--- config.mk ---
export PLATFORM = sky130hd
export DESIGN_NAME = wcsr_status_read
export DESIGN_NICKNAME = d
export VERILOG_FILES = /design/src/rtl/wcsr_pkg.sv /design/src/rtl/wcsr_ctrl.sv /design/src/rtl/wcsr_datapath.sv /design/src/rtl/wcsr_status_read.sv
export SDC_FILE = /design/constraint.sdc
export NUM_CORES = 1
export LEC_CHECK = 0
export BUFFER_PORTS_ARGS = -buffer_cell sky130_fd_sc_hd__buf_2
export CORE_MARGIN = 5
export CORE_UTILIZATION = 47
export CTS_CLUSTER_DIAMETER = 200
export DETAILED_ROUTE_END_ITERATION = 7
export PLACE_DENSITY = 0.82
export SETUP_SLACK_MARGIN = 0.05
export SLEW_MARGIN = 15
export SYNTH_ARGS = -nofsm -noshare
export SYNTH_HDL_FRONTEND = slang
export SYNTH_SLANG_ARGS = --single-unit
export TNS_END_PERCENT = 10
--- constraint.sdc ---
create_clock -name clk -period 1.8 [get_ports clk]
set_clock_uncertainty 0.05 [all_clocks]
set_input_delay 0.18 -clock clk [delete_from_list [all_inputs] [get_ports clk]]
set_output_delay 0.18 -clock clk [all_outputs]
set_load 0.005 [all_outputs]
--- src/rtl/wcsr_pkg.sv ---
package wcsr_pkg;

  typedef enum logic [1:0] {
    SEL_ARRAY      = 2'd0,
    SEL_SETTLE     = 2'd1,
    SEL_POLL_WRITE = 2'd2,
    SEL_POLL_ERASE = 2'd3
  } outSel_e;

  typedef struct packed {
    logic    togPreset;
    logic    togFlip;
    outSel_e outSel;
  } ctrlStrobes_t;

endpackage

--- src/rtl/wcsr_ctrl.sv ---
module wcsr_ctrl
  import wcsr_pkg::*;
#(
  parameter int SETTLE_CYCLES = 200
) (
  input  logic         clk,
  input  logic         rstN,
  input  logic         busy,
  input  logic         opErase,
  input  logic         rdEn,
  output ctrlStrobes_t strobes
);

  logic busyQ;
  logic rdEnQ;
  logic busyFall;
  logic settling;

  always_ff @(posedge clk or negedge rstN) begin
    if (!rstN) begin
      busyQ <= 1'b0;
      rdEnQ <= 1'b0;
    end else begin
      busyQ <= busy;
      rdEnQ <= rdEn;
    end
  end

  assign busyFall = busyQ && !busy;

  generate
    if (SETTLE_CYCLES > 0) begin : g_settle
      localparam int CNT_W = $clog2(SETTLE_CYCLES + 1);
      localparam logic [CNT_W-1:0] CNT_LOAD = CNT_W'(SETTLE_CYCLES);
      logic [CNT_W-1:0] settleCnt;

      always_ff @(posedge clk or negedge rstN) begin
        if (!rstN) begin
          settleCnt <= '0;
        end else if (busy) begin
          settleCnt <= '0;
        end else if (busyFall) begin
          settleCnt <= CNT_LOAD;
        end else if (settleCnt != '0) begin
          settleCnt <= settleCnt - 1'b1;
        end
      end

      assign settling = busyFall || (settleCnt != '0);
    end else begin : g_noSettle
      assign settling = 1'b0;
    end
  endgenerate

  always_comb begin
    strobes.togPreset = !busy;
    strobes.togFlip   = busy && rdEnQ && !rdEn;
    if (busy) begin
      strobes.outSel = opErase ? SEL_POLL_ERASE : SEL_POLL_WRITE;
    end else if (settling) begin
      strobes.outSel = SEL_SETTLE;
    end else begin
      strobes.outSel = SEL_ARRAY;
    end
  end

endmodule

--- src/rtl/wcsr_datapath.sv ---
module wcsr_datapath
  import wcsr_pkg::*;
#(
  parameter int DATA_W = 8
) (
  input  logic              clk,
  input  logic              rstN,
  input  ctrlStrobes_t      strobes,
  input  logic              loadedMsb,
  input  logic [DATA_W-1:0] arrayData,
  output logic [DATA_W-1:0] rdData
);

  localparam int POLL_BIT = DATA_W - 1;
  localparam int TOG_BIT  = DATA_W - 2;

  logic togBit;

  always_ff @(posedge clk or negedge rstN) begin
    if (!rstN) begin
      togBit <= 1'b1;
    end else if (strobes.togPreset) begin
      togBit <= 1'b1;
    end else if (strobes.togFlip) begin
      togBit <= ~togBit;
    end
  end

  generate
    for (genvar i = 0; i < DATA_W; i++) begin : g_bit
      if (i == POLL_BIT) begin : g_poll
        always_comb begin
          unique case (strobes.outSel)
            SEL_ARRAY:      rdData[i] = arrayData[i];
            SEL_SETTLE:     rdData[i] = arrayData[i];
            SEL_POLL_WRITE: rdData[i] = ~loadedMsb;
            default:        rdData[i] = 1'b0;
          endcase
        end
      end else if (i == TOG_BIT) begin : g_tog
        always_comb begin
          unique case (strobes.outSel)
            SEL_ARRAY:  rdData[i] = arrayData[i];
            SEL_SETTLE: rdData[i] = 1'b0;
            default:    rdData[i] = togBit;
          endcase
        end
      end else begin : g_plain
        always_comb begin
          rdData[i] = (strobes.outSel == SEL_ARRAY) ? arrayData[i] : 1'b0;
        end
      end
    end
  endgenerate

endmodule

--- src/rtl/wcsr_status_read.sv ---
module wcsr_status_read
  import wcsr_pkg::*;
#(
  parameter int DATA_W        = 8,
  parameter int SETTLE_CYCLES = 200
) (
  input  logic              clk,
  input  logic              rstN,
  input  logic              busy,
  input  logic              opErase,
  input  logic              loadedMsb,
  input  logic              rdEn,
  input  logic [DATA_W-1:0] arrayData,
  output logic [DATA_W-1:0] rdData
);

  ctrlStrobes_t strobes;

  wcsr_ctrl #(
    .SETTLE_CYCLES(SETTLE_CYCLES)
  ) u_ctrl (
    .clk     (clk),
    .rstN    (rstN),
    .busy    (busy),
    .opErase (opErase),
    .rdEn    (rdEn),
    .strobes (strobes)
  );

  wcsr_datapath #(
    .DATA_W(DATA_W)
  ) u_dp (
    .clk       (clk),
    .rstN      (rstN),
    .strobes   (strobes),
    .loadedMsb (loadedMsb),
    .arrayData (arrayData),
    .rdData    (rdData)
  );

endmodule

After elaboration in Yosys (flattened, before gate mapping) --
Cells that the tools add are included. W data, S select, Z words.
Operators by class: add/sub/neg operators 1, $mul 0, divide/modulo/power cells 0, order comparisons 0, equality and inequality tests 3, shift operators 0, multiplexer cells 16, bitwise operators 2, reduce and logical (&&, ||, !) cells 10
Operator list (number):
- $mux W8 | 3
- $mux W1 | 10
- $reduce_bool A8 Y1 | 1
- $sub A8 B1 Y8 const B | 1
- $pmux W1 S2 | 2
- $logic_and A1 B1 Y1 | 3
- $reduce_bool A3 Y1 | 1
- $eq A2 B1 Y1 const B | 1
- $eq A2 B2 Y1 const B | 1
- $logic_not A1 Y1 | 2
- $logic_not A2 Y1 | 1
- $mux W2 | 1
- $ne A2 B1 Y1 const B | 1
- $not A1 Y1 | 2
- $reduce_or A2 Y1 | 1
- $logic_or A1 B1 Y1 | 1
Storage, ports and cells: register bits after elaboration 11, bits in latches 0, memory bits (writable) 0, memory bits (read-only) 0, input bits 14, output and inout port bits 8, word-level logic and storage cells 36, memories 0

Longest topological paths before layout --
word-level depth 8, gate-level depth with buffers 6, depth with buffers taken out 5

Cells and area by module --
A second synthesis with hierarchy kept.
Second synthesis, totals: cell total of the unflattened synthesis 66, area, all modules 648.1 um2
Modules (own cells, without submodules):
- wcsr_ctrl | instances 1, cells an instance 53, area an instance 539.3 um2, seq. area each 250.2 um2
- wcsr_datapath | instances 1, cells an instance 13, area an instance 108.9 um2, seq. area each 26.3 um2

Least setup slack after synthesis --
No wires, ideal clock.
kind register to output, start register u_ctrl.g_settle.settleCnt[0], end output rdData[6], arrival time 1.409 ns, data required time 1.570 ns, slack 0.161 ns, stages on the path, launching flop included 7, path buffers 1, path through dfrtp_1 -> inv_1 -> ha_1 -> or3b_1 -> buf_2 -> nor2_4 -> a32o_2
On the way: word-level cells in the longest chain between the ends 6, elaborated cells on any way between the ends 7, those cells by class eq/ne: 1; mux: 3; reduce/logical: 3
RTL lines:
- start, declared | RTL line wcsr_ctrl.sv:35 | logic [CNT_W-1:0] settleCnt;
- start signal, assigned | RTL line wcsr_ctrl.sv:45 | settleCnt <= settleCnt - 1'b1;
- $reduce_bool A8 Y1 (*) | RTL line wcsr_ctrl.sv:49 | assign settling = busyFall || (settleCnt != '0);
- $logic_or A1 B1 Y1 (*) | RTL line wcsr_ctrl.sv:49
- $mux W1 (*) | RTL line wcsr_ctrl.sv:60 | end else if (settling) begin
- $mux W2 (*) | RTL line wcsr_ctrl.sv:58 | if (busy) begin
- $eq A2 B1 Y1 / $logic_not A2 Y1 (equally long branches) | RTL line wcsr_datapath.sv:42 | unique case (strobes.outSel)
- $pmux W1 S2 (*) | RTL line wcsr_datapath.sv:42
- end, declared | RTL line wcsr_status_read.sv:14 | output logic [DATA_W-1:0] rdData
Mark *: on every way between the ends. The rest lies on a longest branch, timed or not.

Final worst setup path --
start register u_ctrl.g_settle.settleCnt[5], end output rdData[0]
On the way: word-level cells in the longest chain between the ends 6
RTL lines:
- $reduce_bool A8 Y1 | RTL line wcsr_ctrl.sv:49
- $logic_or A1 B1 Y1 | RTL line wcsr_ctrl.sv:49
- $mux W1 | RTL line wcsr_ctrl.sv:60
- $mux W2 | RTL line wcsr_ctrl.sv:58
- $logic_not A2 Y1 | RTL line wcsr_datapath.sv:50 | rdData[i] = (strobes.outSel == SEL_ARRAY) ? arrayData[i] : 1'b0;
- $mux W1 | RTL line wcsr_datapath.sv:50
Every way passes these cells.

==> summary.md <==
| Metric | Value |
|---|---|
| Crit-path cells | `or4_4 -> nor2_4 -> and3_4 -> buf_6` |
| CTS Sinks | `11` |
| Area after DPL | `785 um2` |
| Longest Clk Path Bufs | `2` |
| Slowest CP cell | `or4_4` |
| Proportion of synthesized area in mux cells | `1.76%` |
| Slew Limit Fails | `0` |
| CTS tree | `built` |
| ANT cells | `0` |
| Crit path buf inv count | `1` |
| Max VDD drop | `0.000652 V` |
| Crit end category | `output port` |
| GRT overflow | `0` |
| Crit path depth | `4` |
| Syn Nets | `79` |
| Async set-reset flop share out of synthesis | `100%` |
| Netlist cell types | `32` |
| Final TNS setup | `-1350 ps` |
| Post-synthesis sequential area ratio | `43.2%` |
| First-pass GRT wire length | `3.05 mm` |
| WS Path Type | `reg -> out` |
| WL final | `1.81 mm` |
| EDFF count, synth | `0` |
| CTS clk-pin slew, worst paths | `80 ps` |
| Htree depth | `1` |
| PD cells | `867 nW/um2` |
| Initial core utilization | `49.1%` |
| Full die area | `2200 um2` |
| Pleak | `0.467 nW` |
| Largest net degree at the start of global routing | `12` |
| Syn avg cell area | `10.1 um2` |
| Final nets | `119` |
| FILL cells | `92` |
| Post-Synth Simple-Gate Area | `28.6%` |
| CP Max Fanout | `8` |
| CP Launch Type | `register` |
| RSZ-0062 raised after global routing | `yes` |
| Hold WS | `71.0 ps` |
| Clock Latency Late Sink | `280 ps` |
| Initial antenna violation count | `0` |
| Die width | `46.9 um` |
| DR vias | `639` |
| Ys flop type | `dfrtp_1` |
| Post-synthesis cell area | `639 um2` |
| Hold WC Path Type | `in -> reg` |
| Dpl cells | `101` |
| CTS buffer count | `3` |
| Routed Antenna Nets | `0` |
| Synthesized-area fraction occupied by adder cells | `3.91%` |
| Core area | `1300 um2` |
| First DRT Iteration DRCs | `10` |
| Violated checks | `setup timing` |
| Vias in the first global route | `630` |
| Fmax | `497 MHz` |
| Largest family of logic cells by synthesized area | `simple AND/OR/NAND/NOR gates` |
| Synth Instances | `63` |
| Die H | `46.9 um` |
| R2r worst-path depth | `3` |
| DRC | `0` |
| Max-cap viol count | `0` |
| Worst Path Required | `1570 ps` |
| Fin cells | `117` |
| Worst slew pin tran | `542 ps` |
| Cell taking the most area after synthesis | `dfrtp_1` |
| Synth area leaders | `dfrtp_1, and3_1, dfstp_2` |
| GP Congestion | `0.800` |
| Worst path arrival time | `1780 ps` |
| Min Tclk post-route | `2010 ps` |
| IO Port Bufs | `21` |
| Rows | `13` |
| Post-synthesis compound-gate area fraction | `15.9%` |
| Final hold violation count | `0` |
| Relative slew margins | `63.5%` |
| Pre-Repair DR Iteration Count | `4` |
| # setup viols final | `7` |
| Root Driver | `clkbuf_4` |
| Yosys warns | `0` |
| Delay-heaviest family, CP | `simple AND/OR/NAND/NOR gates` |
| IO Pins | `22` |
| Final period util | `112%` |
| Setup WS pre-CTS | `49.1 ps` |
| Layout cells sized above 1 | `52.0%` |
| Total Routing Usage GR | `19.6%` |
| Final WS setup | `-213 ps` |
| Area of the multi-input gates | `373 um2` |
| Hold Path Stages | `1` |
| Vias per inst | `5.46` |
| Synth Register Bits | `11` |
| Xor/xnor share of the synthesized area | `4.11%` |
| Post-DR wirelength/cell | `15.4 um` |
| Outcome | `complete, but fails checks` |
| Max incr delay on CP | `590 ps` |
| Reg area | `277 um2` |
| Finished Cell Area | `938 um2` |
| Post-synth top area share | `39.1%` |
| Post-DP HPWL | `1.15 mm` |
| Synth-to-layout area growth | `46.8%` |
placed cells by master (no fill, tap or decap), drive strengths merged, types with 2 or more instances in the layout:
| cell type | netlist | final |
|---|---|---|
| inv | 2 | 2 |
| xnor2 | 3 | 3 |
| dfrtp | 10 | 10 |
| a21bo | 2 | 2 |
| buf | 1 | 35 |
| nor2b | 2 | 2 |
| clkbuf | 1 | 4 |
| o21ai | 3 | 3 |
| nor3 | 5 | 5 |
| nand2b | 3 | 3 |
| a21oi | 3 | 3 |
| nor2 | 4 | 4 |
| nor3b | 2 | 2 |
| and3 | 6 | 6 |
| ha | 2 | 2 |
| dlygate4sd3 | 0 | 2 |
what timing repair did:
action | 4_1_cts | 5_1_grt
cloned | 0 | 0
pin swaps | 7 | 8
endpoints found under the setup margin | 7 | 8
endpoints found under the hold margin | 12 | 0
resized for setup | 7 | 1
hold buffers | 2 | 0
setup buffers | 6 | 4
cell type report:
cell class              count  share of cell area [%]
repair buffers             37                    25.2
flip-flops and latches     11                    29.5
inverters                   2                   0.800
well taps                  15                    2.00
multi-input cells          48                    39.7
clock buffers               4                    2.80
report_power, final:
group          total [mW]  switching (mW)  internal (mW)
logic               0.335           0.159          0.176
registers           0.300          0.0243          0.276
clock network       0.179          0.0928         0.0859
total               0.814           0.276          0.538
final timing paths:
kind,startpoint,endpoint,slack [ps]
worst max-delay path,u_ctrl.g_settle.settleCnt[5],rdData[0],-210
worst min-delay path,busy,u_ctrl.busyQ,70
worst max register to register,u_ctrl.g_settle.settleCnt[5],u_ctrl.g_settle.settleCnt[1],130
worst min register to register,u_dp.togBit,u_dp.togBit,520
max in group asynchronous,rstN,u_dp.togBit,1180
min in group asynchronous,rstN,u_ctrl.busyQ,250
sequential cells by signal, summed over array words and instances, names as in the netlist:
signal / flops
u_ctrl.g_settle.settleCnt: 8
u_ctrl.busyQ: 1
u_ctrl.rdEnQ: 1
u_dp.togBit: 1
synthesized netlist by cell type, types with 2 or more instances:
library cell and n:
and3_1 6, dfrtp_1 10, inv_1 2, nor2_1 3, nor3_1 5, o21ai_0 2, a21oi_1 3, ha_1 2
nor2b_1 2, a21bo_2 2, nand2b_1 3, xnor2_1 3
kinds of logic (layout without fill, tap and decap cells):
| family | count (synthesis) | count (layout) |
|---|---|---|
| AND/OR/NAND/NOR | 28 | 28 |
| buffers and inverters | 4 | 43 |
| adder cells (fa/ha/maj) | 2 | 2 |
| multiplexers | 1 | 1 |
| AO/OA/AOI/OAI | 14 | 14 |
| flip-flops | 11 | 11 |
| XOR/XNOR | 3 | 3 |
per-layer routing:
metal / global-route usage [%] / wire length (um) / up-vias
met1: 24.0 / 765 / 301
met2: 33.1 / 914 / 24
li1: - / - / 310
met4: 9.39 / 35 / 0
met5: 0 / 0 / -
met3: 3.45 / 91 / 4
through the flow:
stage                     utilization [%]  total power [mW]
after floorplan                         -             0.467
after global placement               60.3             0.546
after detailed placement             60.3             0.553
after CTS                            69.3             0.767
after global routing                 72.1             0.860
final                                72.1             0.814
(Power assumes the default switching activity.)
